==> config.mk <==
export PLATFORM = sky130hd
export DESIGN_NAME = iq_share_alloc
export DESIGN_NICKNAME = d
export VERILOG_FILES = /design/src/rtl/iq_alloc_pkg.sv /design/src/rtl/iq_cap_calc.sv /design/src/rtl/iq_thread_occ.sv /design/src/rtl/iq_free_ctr.sv /design/src/rtl/iq_share_alloc.sv
export SDC_FILE = /design/constraint.sdc
export NUM_CORES = 1
export LEC_CHECK = 0
export ABC_CLOCK_PERIOD_IN_PS = 8690
export BUFFER_PORTS_ARGS = -buffer_cell sky130_fd_sc_hd__buf_2
export CORE_MARGIN = 10
export CORE_UTILIZATION = 49
export CTS_BUF_LIST = sky130_fd_sc_hd__clkbuf_8 sky130_fd_sc_hd__clkbuf_16
export CTS_CLUSTER_DIAMETER = 30
export DETAILED_ROUTE_END_ITERATION = 7
export PLACE_DENSITY = 0.67
export SETUP_SLACK_MARGIN = 0.5
export SLEW_MARGIN = 20
export SYNTH_ARGS = -nofsm -noshare
export SYNTH_HDL_FRONTEND = slang
export SYNTH_SLANG_ARGS = --single-unit
export TNS_END_PERCENT = 20
==> constraint.sdc <==
create_clock -name clk -period 8.69 [get_ports clk]
set_input_delay 0 -clock clk [delete_from_list [all_inputs] [get_ports clk]]
set_output_delay 0 -clock clk [all_outputs]
set_load 0.05 [all_outputs]
==> src/rtl/iq_alloc_pkg.sv <==
package iq_alloc_pkg;

   typedef enum logic [1:0] {
      SHARE_DYN    = 2'd0,
      SHARE_PART   = 2'd1,
      SHARE_THRESH = 2'd2
   } share_policy_e;

   // Cap per thread for a given policy and number of active threads.
   function automatic int share_cap(share_policy_e pol, int n, int pct, int act);
      int cap;
      case (pol)
         SHARE_PART:   cap = n / act;
         SHARE_THRESH: cap = (act == 1) ? n : (pct * n) / 100;
         default:      cap = n;
      endcase
      return cap;
   endfunction

endpackage

==> src/rtl/iq_cap_calc.sv <==
module iq_cap_calc
   import iq_alloc_pkg::*;
#(
   parameter int            N_ENTRIES  = 16,
   parameter int            N_THREADS  = 4,
   parameter share_policy_e POLICY     = SHARE_PART,
   parameter int            THRESH_PCT = 25,
   localparam int           CW         = $clog2(N_ENTRIES + 1),
   localparam int           AW         = $clog2(N_THREADS + 1)
) (
   input  logic                 clk,
   input  logic                 rst_n,
   input  logic [N_THREADS-1:0] active_mask,
   output logic [CW-1:0]        cap_q
);

   localparam logic [CW-1:0] RST_CAP = CW'(share_cap(POLICY, N_ENTRIES, THRESH_PCT, N_THREADS));
   localparam logic [AW-1:0] RST_ACT = AW'(N_THREADS);

   logic [CW-1:0] cap_lut [N_THREADS];
   logic [AW-1:0] act_cnt;
   logic [AW-1:0] act_q;
   logic [CW-1:0] cap_sel;

   // One constant per possible active count; no divider in hardware.
   for (genvar k = 0; k < N_THREADS; k++) begin : g_lut
      assign cap_lut[k] = CW'(share_cap(POLICY, N_ENTRIES, THRESH_PCT, k + 1));
   end

   always_comb begin
      act_cnt = '0;
      for (int i = 0; i < N_THREADS; i++) begin
         act_cnt = act_cnt + AW'(active_mask[i]);
      end
   end

   always_comb begin
      cap_sel = cap_q;
      for (int k = 0; k < N_THREADS; k++) begin
         if (act_cnt == AW'(k + 1)) begin
            cap_sel = cap_lut[k];
         end
      end
   end

   always_ff @(posedge clk) begin
      if (!rst_n) begin
         cap_q <= RST_CAP;
         act_q <= RST_ACT;
      end else if ((act_cnt != act_q) && (act_cnt != '0)) begin
         cap_q <= cap_sel;
         act_q <= act_cnt;
      end
   end

endmodule

==> src/rtl/iq_thread_occ.sv <==
module iq_thread_occ #(
   parameter int  N_ENTRIES = 16,
   localparam int CW        = $clog2(N_ENTRIES + 1),
   localparam int RW        = CW + 1
) (
   input  logic          clk,
   input  logic          rst_n,
   input  logic          take,
   input  logic [RW-1:0] give_req,
   input  logic [CW-1:0] cap,
   output logic [CW-1:0] occ_q,
   output logic [CW-1:0] rel,
   output logic [CW-1:0] free,
   output logic          full
);

   // Never release more than is held.
   always_comb begin
      if (give_req > RW'(occ_q)) begin
         rel = occ_q;
      end else begin
         rel = give_req[CW-1:0];
      end
   end

   // Saturate: a shrunken cap may fall below the occupancy.
   always_comb begin
      if (cap > occ_q) begin
         free = cap - occ_q;
      end else begin
         free = '0;
      end
   end

   assign full = (free == '0);

   always_ff @(posedge clk) begin
      if (!rst_n) begin
         occ_q <= '0;
      end else begin
         occ_q <= occ_q - rel + CW'(take);
      end
   end

endmodule

==> src/rtl/iq_free_ctr.sv <==
module iq_free_ctr #(
   parameter int  N_ENTRIES = 16,
   parameter int  N_THREADS = 4,
   localparam int CW        = $clog2(N_ENTRIES + 1),
   localparam int TW        = $clog2(N_THREADS),
   localparam int SW        = CW + TW + 1
) (
   input  logic                      clk,
   input  logic                      rst_n,
   input  logic                      take,
   input  logic [N_THREADS*CW-1:0]   rel_flat,
   output logic [CW-1:0]             free_q
);

   logic [SW-1:0] rel_sum;
   logic [SW-1:0] free_nxt;

   always_comb begin
      rel_sum = '0;
      for (int i = 0; i < N_THREADS; i++) begin
         rel_sum = rel_sum + SW'(rel_flat[i*CW +: CW]);
      end
      free_nxt = SW'(free_q) + rel_sum - SW'(take);
   end

   always_ff @(posedge clk) begin
      if (!rst_n) begin
         free_q <= CW'(N_ENTRIES);
      end else begin
         free_q <= free_nxt[CW-1:0];
      end
   end

endmodule

==> src/rtl/iq_share_alloc.sv <==
module iq_share_alloc
   import iq_alloc_pkg::*;
#(
   parameter int            N_ENTRIES  = 16,
   parameter int            N_THREADS  = 4,
   parameter share_policy_e POLICY     = SHARE_PART,
   parameter int            THRESH_PCT = 25,
   localparam int           CW         = $clog2(N_ENTRIES + 1),
   localparam int           TW         = $clog2(N_THREADS),
   localparam int           RW         = CW + 1
) (
   input  logic                    clk,
   input  logic                    rst_n,
   input  logic [N_THREADS-1:0]    active_mask,
   input  logic                    alloc_valid,
   input  logic [TW-1:0]           alloc_tid,
   output logic                    alloc_grant,
   output logic                    alloc_reject,
   input  logic                    issue_valid,
   input  logic                    issue_mem,
   input  logic [TW-1:0]           issue_tid,
   input  logic                    done_valid,
   input  logic [TW-1:0]           done_tid,
   input  logic                    squash_valid,
   input  logic [TW-1:0]           squash_tid,
   input  logic [CW-1:0]           squash_cnt,
   output logic [CW-1:0]           free_entries,
   output logic                    queue_full,
   output logic [N_THREADS-1:0]    thread_full,
   output logic [N_THREADS*CW-1:0] thread_free
);

   // Elaboration-time parameter checks
   if (N_THREADS < 2 || (1 << TW) != N_THREADS) begin : g_bad_threads
      $error("iq_share_alloc: N_THREADS must be a power of two, at least 2");
   end
   if (N_ENTRIES < N_THREADS) begin : g_bad_entries
      $error("iq_share_alloc: N_ENTRIES must be at least N_THREADS");
   end
   if (THRESH_PCT < 1 || THRESH_PCT > 100) begin : g_bad_pct
      $error("iq_share_alloc: THRESH_PCT must lie in 1..100");
   end

   logic [CW-1:0]           cap_q;
   logic [N_THREADS*CW-1:0] occ_flat;
   logic [N_THREADS*CW-1:0] rel_flat;

   iq_cap_calc #(
      .N_ENTRIES  (N_ENTRIES),
      .N_THREADS  (N_THREADS),
      .POLICY     (POLICY),
      .THRESH_PCT (THRESH_PCT)
   ) u_cap (
      .clk         (clk),
      .rst_n       (rst_n),
      .active_mask (active_mask),
      .cap_q       (cap_q)
   );

   assign queue_full   = (free_entries == '0);
   assign alloc_grant  = alloc_valid && !queue_full && !thread_full[alloc_tid];
   assign alloc_reject = alloc_valid && !alloc_grant;

   for (genvar t = 0; t < N_THREADS; t++) begin : g_thr
      logic          take;
      logic [RW-1:0] give_req;
      logic [CW-1:0] free_t;

      assign take     = alloc_grant && (alloc_tid == TW'(t));
      assign give_req = RW'(issue_valid && !issue_mem && (issue_tid == TW'(t)))
                      + RW'(done_valid && (done_tid == TW'(t)))
                      + ((squash_valid && (squash_tid == TW'(t))) ? RW'(squash_cnt) : RW'(0));

      iq_thread_occ #(
         .N_ENTRIES (N_ENTRIES)
      ) u_occ (
         .clk      (clk),
         .rst_n    (rst_n),
         .take     (take),
         .give_req (give_req),
         .cap      (cap_q),
         .occ_q    (occ_flat[t*CW +: CW]),
         .rel      (rel_flat[t*CW +: CW]),
         .free     (free_t),
         .full     (thread_full[t])
      );

      assign thread_free[t*CW +: CW] = free_t;
   end

   iq_free_ctr #(
      .N_ENTRIES (N_ENTRIES),
      .N_THREADS (N_THREADS)
   ) u_free (
      .clk      (clk),
      .rst_n    (rst_n),
      .take     (alloc_grant),
      .rel_flat (rel_flat),
      .free_q   (free_entries)
   );

endmodule

# == Yosys cells after proc, flatten, opt, wreduce, memory -nomap -nowiden ==
# Index checks and enable logic that the tools add are counted.
# totals
register_bits,33
latchBits,0
ramBits,0
romBits,0
input_bits,24
output_inout_bits,32
wordCells,116
memories,0
# classes
n_addsub,28
multipliers,0
div_mod_pow,0
order_cmp,9
n_eq_ne,17
shift,0
muxes,18
bitwise_logic,0
n_reduce_logical,37
# op_table
operator,count
$mux W5,16
$sub A5 B5 Y5,8
$logic_not A5 Y1,5
$add A2 B5 Y6,4
$gt A6 B5 Y1,4
$logic_and A1 B1 Y1,21
$add A5 B1 Y5,4
$add A5 B5 Y5,4
$gt A5 B5 Y1,4
$eq A2 B2 Y1 const B,8
$add A1 B1 Y2,5
$eq A2 B1 Y1 const B,4
$logic_not A2 Y1,4
$add A3 B1 Y3,2
$eq A3 B2 Y1 const B,2
$sub A5 B1 Y5,1
$logic_not A1 Y1,4
$reduce_bool A4 Y1,1
$eq A3 B1 Y1 const B,1
$eq A3 B3 Y1 const B,1
$lt A2 B3 Y1 const B,1
$ne A3 B3 Y1,1
$reduce_bool A3 Y1,1
$bmux W1 S2,1
2 further kinds,2

# == Logic depth before layout (Yosys ltp) ==
# logic_depth
depth_word,12
ltp_mapped,31
ltp_nobuf,30

# == Modules after synthesis ==
# From an unflattened synthesis, not the netlist that was laid out.
# unflattened
cells_unflattened,584
area_unflattened_um2,4941.0
# modules_own_cells
module,n_inst,cells_per_inst,area_each_um2,seq_area_each_um2
iq_thread_occ at g_thr[2].u_occ,1,94,793.3,100.1
iq_thread_occ at g_thr[1].u_occ,1,94,787.0,100.1
iq_thread_occ at g_thr[0].u_occ,1,93,782.0,100.1
iq_thread_occ at g_thr[3].u_occ,1,92,772.0,100.1
iq_share_alloc,1,88,655.6,0.0
iq_free_ctr,1,67,635.6,100.1
iq_cap_calc,1,56,515.5,140.1

# == Least setup slack after synthesis ==
# OpenSTA, ideal clock, no wires.
# synth_timing
path_type,input port to flip-flop
startpoint,in issue_mem
endpoint,reg u_free.free_q[4]
setup_ps,120
t_arrival_ps,5852
t_required_ps,8570
slack_ps,2718
path_stages,28
path_buffers,1
cell_sequence,nand2b_1 -> or3b_2 -> fa_1 -> inv_1 -> ha_1 -> nand3_1 -> xor2_1 -> nor2_1 -> ha_1 -> mux2i_1 -> a21o_1 -> o31a_1 -> clkbuf_1 -> mux2i_1 -> inv_1 -> fa_1 -> inv_1 -> fa_1 -> fa_1 -> inv_1 -> ha_1 -> inv_1 -> fa_1 -> xnor2_1 -> xnor2_1 -> xnor2_1 -> xnor3_1 -> mux2i_1
# synth_via
elab_chain_len,12
elab_cells_between_ends,27
cone_classes,add/sub: 13; order compare: 4; mux: 4; reduce/logical: 6
# synth_rtl
element,line,rtl
start: declaration,iq_share_alloc.sv:20,"input logic issue_mem,"
$logic_not A1 Y1 *,iq_share_alloc.sv:70,assign give_req = RW'(issue_valid && !issue_mem && (issue_tid == TW'(t)))
$logic_and A1 B1 Y1 *,iq_share_alloc.sv:70,
$logic_and A1 B1 Y1,iq_share_alloc.sv:70,
$add A1 B1 Y2,iq_share_alloc.sv:71,+ RW'(done_valid && (done_tid == TW'(t)))
$add A2 B5 Y6,iq_share_alloc.sv:72,+ ((squash_valid && (squash_tid == TW'(t))) ? RW'(squash_cnt) : RW'(0));
$gt A6 B5 Y1,iq_thread_occ.sv:19,if (give_req > RW'(occ_q)) begin
$mux W5,iq_thread_occ.sv:19,
$add A5 B5 Y5 (2 in series),iq_free_ctr.sv:21,rel_sum = rel_sum + SW'(rel_flat[i*CW +: CW]);
$add A5 B5 Y5 *,iq_free_ctr.sv:21,
$add A5 B5 Y5 *,iq_free_ctr.sv:23,free_nxt = SW'(free_q) + rel_sum - SW'(take);
$sub A5 B1 Y5 *,iq_free_ctr.sv:23,
end signal: assignment,iq_free_ctr.sv:28,free_q <= CW'(N_ENTRIES);
end signal: assignment,iq_free_ctr.sv:30,free_q <= free_nxt[CW-1:0];
end: declaration,iq_free_ctr.sv:12,output logic [CW-1:0] free_q
# Mark *: on every way between the ends. The rest lies on a longest branch, timed or not.
# A chain may end at the register's enable or synchronous reset.

# == Final worst setup path ==
# layout_timing
startpoint,in squash_tid[0]
endpoint,reg u_free.free_q[4]
# layout_via
elab_chain_len,11
elab_cells_between_ends,29
cone_classes,add/sub: 9; order compare: 4; eq/ne: 3; mux: 8; reduce/logical: 5
# layout_rtl
element,line,rtl
start: declaration,iq_share_alloc.sv:25,"input logic [TW-1:0] squash_tid,"
$eq A2 B1 Y1 or $logic_not A2 Y1 (tied branches),iq_share_alloc.sv:72,
$logic_and A1 B1 Y1,iq_share_alloc.sv:72,
$mux W5,iq_share_alloc.sv:72,
$add A2 B5 Y6,iq_share_alloc.sv:72,
$gt A6 B5 Y1,iq_thread_occ.sv:19,
$mux W5,iq_thread_occ.sv:19,
$add A5 B5 Y5 (2 in series),iq_free_ctr.sv:21,
$add A5 B5 Y5 *,iq_free_ctr.sv:21,
$add A5 B5 Y5 *,iq_free_ctr.sv:23,
$sub A5 B1 Y5 *,iq_free_ctr.sv:23,
# Marked as above.

==> impl_metrics.prom <==
# TYPE chip_impl_metric gauge
chip_impl_metric{name="fin_worst_skew",unit="ns"} 0.00703
chip_impl_info{name="grt_setup_unrepaired",value="false"} 1
chip_impl_metric{name="cts_max_level",unit=""} 2
chip_impl_metric{name="post-route-period-util",unit="%"} 71.4
chip_impl_metric{name="postCtsHoldBufs",unit=""} 0
chip_impl_info{name="tritoncts",value="done"} 1
chip_impl_metric{name="synth.ff_latch_count",unit=""} 32
chip_impl_metric{name="cp.required",unit="ns"} 8.85
chip_impl_metric{name="nNetsFinal",unit=""} 760
chip_impl_metric{name="stdcell_area",unit="µm²"} 5040
chip_impl_metric{name="report.final.slew_viol_count",unit=""} 0
chip_impl_metric{name="synth_area_per_cell",unit="µm²"} 7.84
chip_impl_metric{name="grtUsageTotal",unit="%"} 18.0
chip_impl_info{name="run_status",value="finished clean"} 1
chip_impl_metric{name="maximum_buffer_depth_of_the_clock_tree",unit=""} 2
chip_impl_info{name="timing.rr.start",value="u_cap.cap_q[2]"} 1
chip_impl_metric{name="cts_buf_count",unit=""} 5
chip_impl_metric{name="synthCells",unit=""} 589
chip_impl_metric{name="synth_simple_gate_area_share",unit="%"} 20.5
chip_impl_metric{name="start_util",unit="%"} 50.2
chip_impl_metric{name="detailed_place_hpwl",unit="µm"} 10200
chip_impl_metric{name="critical_path.max_fanout",unit=""} 8
chip_impl_metric{name="drt-pass1-iter-count",unit=""} 4
chip_impl_metric{name="design.die.area",unit="µm²"} 13700
chip_impl_metric{name="total_setup_buffers_inserted_after_cts",unit=""} 0
chip_impl_metric{name="die-height",unit="µm"} 117
chip_impl_metric{name="syn_to_final_growth",unit="%"} 9.08
chip_impl_info{name="timing.setup.critical_path_class",value="primary input to register"} 1
chip_impl_metric{name="finalWorstPathRequiredPeriod",unit="ns"} 6.21
chip_impl_metric{name="hold-path-cell-count",unit=""} 2
chip_impl_metric{name="max_clock_freq",unit="GHz"} 0.161
chip_impl_metric{name="grt_pass1_wl",unit="µm"} 19700
chip_impl_info{name="dominantRegCellSynth",value="sky130_fd_sc_hd__dfxtp_1"} 1
chip_impl_metric{name="postRouteWirelength",unit="µm"} 12000
chip_impl_metric{name="first_global_vias",unit=""} 4092
chip_impl_info{name="main_combinational_cell_family_by_area_after_synthesis",value="adder cells"} 1
chip_impl_metric{name="drive_above_1_share",unit="%"} 11.2
chip_impl_metric{name="x_dimension_of_the_die",unit="µm"} 117
chip_impl_metric{name="route.detailed.drc",unit=""} 0
chip_impl_info{name="critPathLaunchType",value="primary input"} 1
chip_impl_info{name="reg2reg_to",value="u_free.free_q[4]"} 1
chip_impl_metric{name="worst_r2r_path_depth",unit=""} 20
chip_impl_metric{name="drtAntennaViolNets",unit=""} 0
chip_impl_metric{name="max_cap_viol_count",unit=""} 0
chip_impl_metric{name="critical_path_arrival",unit="ns"} 6.37
chip_impl_metric{name="muxShareOfSynthArea",unit="%"} 2.38
chip_impl_metric{name="syn-num-nets",unit=""} 715
chip_impl_metric{name="routed_via_density",unit=""} 5.42
chip_impl_info{name="hp-start",value="rst_n"} 1
chip_impl_metric{name="synth_enable_flop_cells",unit=""} 0
chip_impl_metric{name="synth_compound_area_share",unit="%"} 14.4
chip_impl_metric{name="synthXorXnorAreaFrac",unit="%"} 8.64
chip_impl_metric{name="number_of_library_cell_types_mapped_by_synthesis",unit=""} 52
chip_impl_info{name="synth.area.top_cells",value="sky130_fd_sc_hd__ha_1, sky130_fd_sc_hd__dfxtp_1, sky130_fd_sc_hd__fa_1"} 1
chip_impl_metric{name="ys_async_sr_fraction",unit="%"} 0
chip_impl_metric{name="ff2ff_setup_slack",unit="ns"} 3.16
chip_impl_metric{name="synth-seq-area-share",unit="%"} 13.9
chip_impl_metric{name="grt_start_max_net_pins",unit=""} 22
chip_impl_metric{name="cts_resized",unit=""} 0
chip_impl_info{name="most-common-layout-cells",value="sky130_fd_sc_hd__inv_1, sky130_fd_sc_hd__ha_1, sky130_fd_sc_hd__nor2_1"} 1
chip_impl_info{name="worstHoldEndpoint",value="u_cap.act_q[2]"} 1
chip_impl_metric{name="place_congestion",unit=""} 0.935
chip_impl_metric{name="synth_warnings",unit=""} 0
chip_impl_metric{name="slew_headroom",unit="%"} 44.6
chip_impl_metric{name="setup-tns-final",unit="ns"} 0
chip_impl_metric{name="globalRouteOverflowTotal",unit=""} 0
chip_impl_metric{name="boundaryPins",unit=""} 56
chip_impl_info{name="end_kind",value="register"} 1
chip_impl_metric{name="dp_slack",unit="ns"} 2.22
chip_impl_metric{name="post_synth_fa_ha_maj_area_fraction",unit="%"} 31.1
chip_impl_metric{name="finalHoldViolations",unit=""} 0
chip_impl_metric{name="report.final.setup_viol",unit=""} 0
chip_impl_metric{name="dpl_cell_area",unit="µm²"} 4940
chip_impl_metric{name="worst_slack",unit="ns"} 2.48
chip_impl_metric{name="number_of_antenna_violations_at_the_first_check_in_global_routing",unit=""} 1
chip_impl_metric{name="cts_num_sinks",unit=""} 32
chip_impl_info{name="final_common_cell",value="sky130_fd_sc_hd__inv_1"} 1
chip_impl_metric{name="core",unit="µm²"} 9200
chip_impl_metric{name="worst_slew_pin_slew",unit="ns"} 0.830
chip_impl_metric{name="detailedRoute.firstIterationViolations",unit=""} 227
chip_impl_metric{name="rows",unit=""} 35
chip_impl_metric{name="worst_setup_hold_path_clk_slew",unit="ns"} 0.07
chip_impl_metric{name="clock_latency",unit="ns"} 0.28
chip_impl_metric{name="numPortBuffers",unit=""} 55
chip_impl_info{name="clk_root_buf",value="sky130_fd_sc_hd__clkbuf_8"} 1
chip_impl_metric{name="syn_area",unit="µm²"} 4620
chip_impl_metric{name="wl_per_cell",unit="µm"} 16.1
chip_impl_metric{name="post-synth-top-area-fraction",unit="%"} 22.0
chip_impl_metric{name="via_count",unit=""} 4049
chip_impl_metric{name="final_core_utilization",unit="%"} 54.8
chip_impl_info{name="hold_path_class",value="primary input to register"} 1
chip_impl_info{name="synth_largest_area_cell",value="sky130_fd_sc_hd__ha_1"} 1
final cells by class:
cell class                      count  area, µm²
Fill cell                         886       4160
Multi-Input combinational cell    451       3550
Sequential cell                    32        641
Inverter                           89        334
Timing Repair Buffer               55        275
Tap cell                          111        139
Clock buffer                        6       82.6
Clock inverter                      2       7.51
Antenna cell                        1       2.50
critical path: stages:
cell                      delay [ns]
sky130_fd_sc_hd__buf_2          0.12
sky130_fd_sc_hd__and2b_2        0.26
sky130_fd_sc_hd__nor2b_1        0.22
sky130_fd_sc_hd__nand2_1        0.10
sky130_fd_sc_hd__fa_1           0.44
sky130_fd_sc_hd__or3_1          0.35
sky130_fd_sc_hd__a21oi_1        0.23
sky130_fd_sc_hd__ha_1           0.28
sky130_fd_sc_hd__o21ai_0        0.09
sky130_fd_sc_hd__a21oi_1        0.07
sky130_fd_sc_hd__o31ai_1        0.48
sky130_fd_sc_hd__nand2_1        0.33
sky130_fd_sc_hd__mux2i_1        0.41
sky130_fd_sc_hd__ha_1           0.21
sky130_fd_sc_hd__inv_1          0.06
sky130_fd_sc_hd__fa_1           0.53
sky130_fd_sc_hd__inv_1          0.05
sky130_fd_sc_hd__fa_1           0.46
sky130_fd_sc_hd__inv_1          0.08
sky130_fd_sc_hd__ha_1           0.15
sky130_fd_sc_hd__inv_1          0.05
sky130_fd_sc_hd__fa_1           0.38
sky130_fd_sc_hd__xnor2_1        0.15
sky130_fd_sc_hd__xnor2_1        0.19
sky130_fd_sc_hd__xnor2_1        0.14
sky130_fd_sc_hd__xnor3_1        0.42
sky130_fd_sc_hd__mux2i_1        0.13
per-layer routing:
| metal | share of wire [%] | track usage, % | wire [µm] |
|---|---|---|---|
| met4 | 1.4 | 4.70 | 173 |
| met1 | 44 | 21.3 | 5260 |
| met3 | 3.0 | 2.04 | 364 |
| met5 | 0 | 0 | 0 |
| met2 | 52 | 33.5 | 6250 |
worst max-delay path by stage:
stage | from | cells past startpoint | slack (ns) | end
floorplan | issue_mem | 28 | 2.72 | u_free.free_q[4]
global placement | squash_tid[0] | 27 | 2.35 | u_free.free_q[4]
detailed placement | squash_tid[0] | 27 | 2.22 | u_free.free_q[4]
CTS | squash_tid[0] | 27 | 2.50 | u_free.free_q[4]
global route | squash_tid[0] | 27 | 2.03 | u_free.free_q[4]
finish | squash_tid[0] | 27 | 2.48 | u_free.free_q[4]
cells in the mapped netlist, types with 8 or more instances:
master	count
sky130_fd_sc_hd__xor2_1	24
sky130_fd_sc_hd__o21ai_0	20
sky130_fd_sc_hd__mux2i_1	11
sky130_fd_sc_hd__nor3_1	14
sky130_fd_sc_hd__ha_1	81
sky130_fd_sc_hd__xnor2_1	19
sky130_fd_sc_hd__dfxtp_1	32
sky130_fd_sc_hd__fa_1	21
sky130_fd_sc_hd__clkbuf_1	8
sky130_fd_sc_hd__nand2_1	24
sky130_fd_sc_hd__nor2_1	63
sky130_fd_sc_hd__a21oi_1	40
sky130_fd_sc_hd__nand3_1	15
sky130_fd_sc_hd__a21o_1	17
sky130_fd_sc_hd__inv_1	89
sky130_fd_sc_hd__nand2b_1	9
sky130_fd_sc_hd__and3_1	13
sky130_fd_sc_hd__and2_1	12
sky130_fd_sc_hd__or3_1	8
registers in the layout, summed over array words and instances, names as in the netlist:
signal / cells
u_cap.act_q: 3
g_thr.u_occ.occ_q: 20
u_cap.cap_q: 4
u_free.free_q: 5
cells by family (layout without fill, tap and decap cells):
group,count (synthesis),count (layout)
compound gates,107,107
xor+xnor,44,44
fa+ha+maj,102,102
buf+inv,106,152
flops,32,32
mux,11,11
other cells,0,1
simple gates,187,187
stage by stage:
step | hold slack, ns | cells
final | 0.0626 | 747
after global routing | 0.0806 | 747
after CTS | 0.0585 | 746
after detailed placement | 0.357 | 738
after global placement | 0.348 | 738
after floorplan | 0.158 | 589
Power is not shown: default switching activity piles up to over one toggle a cycle in this logic, so the estimate is an artifact.
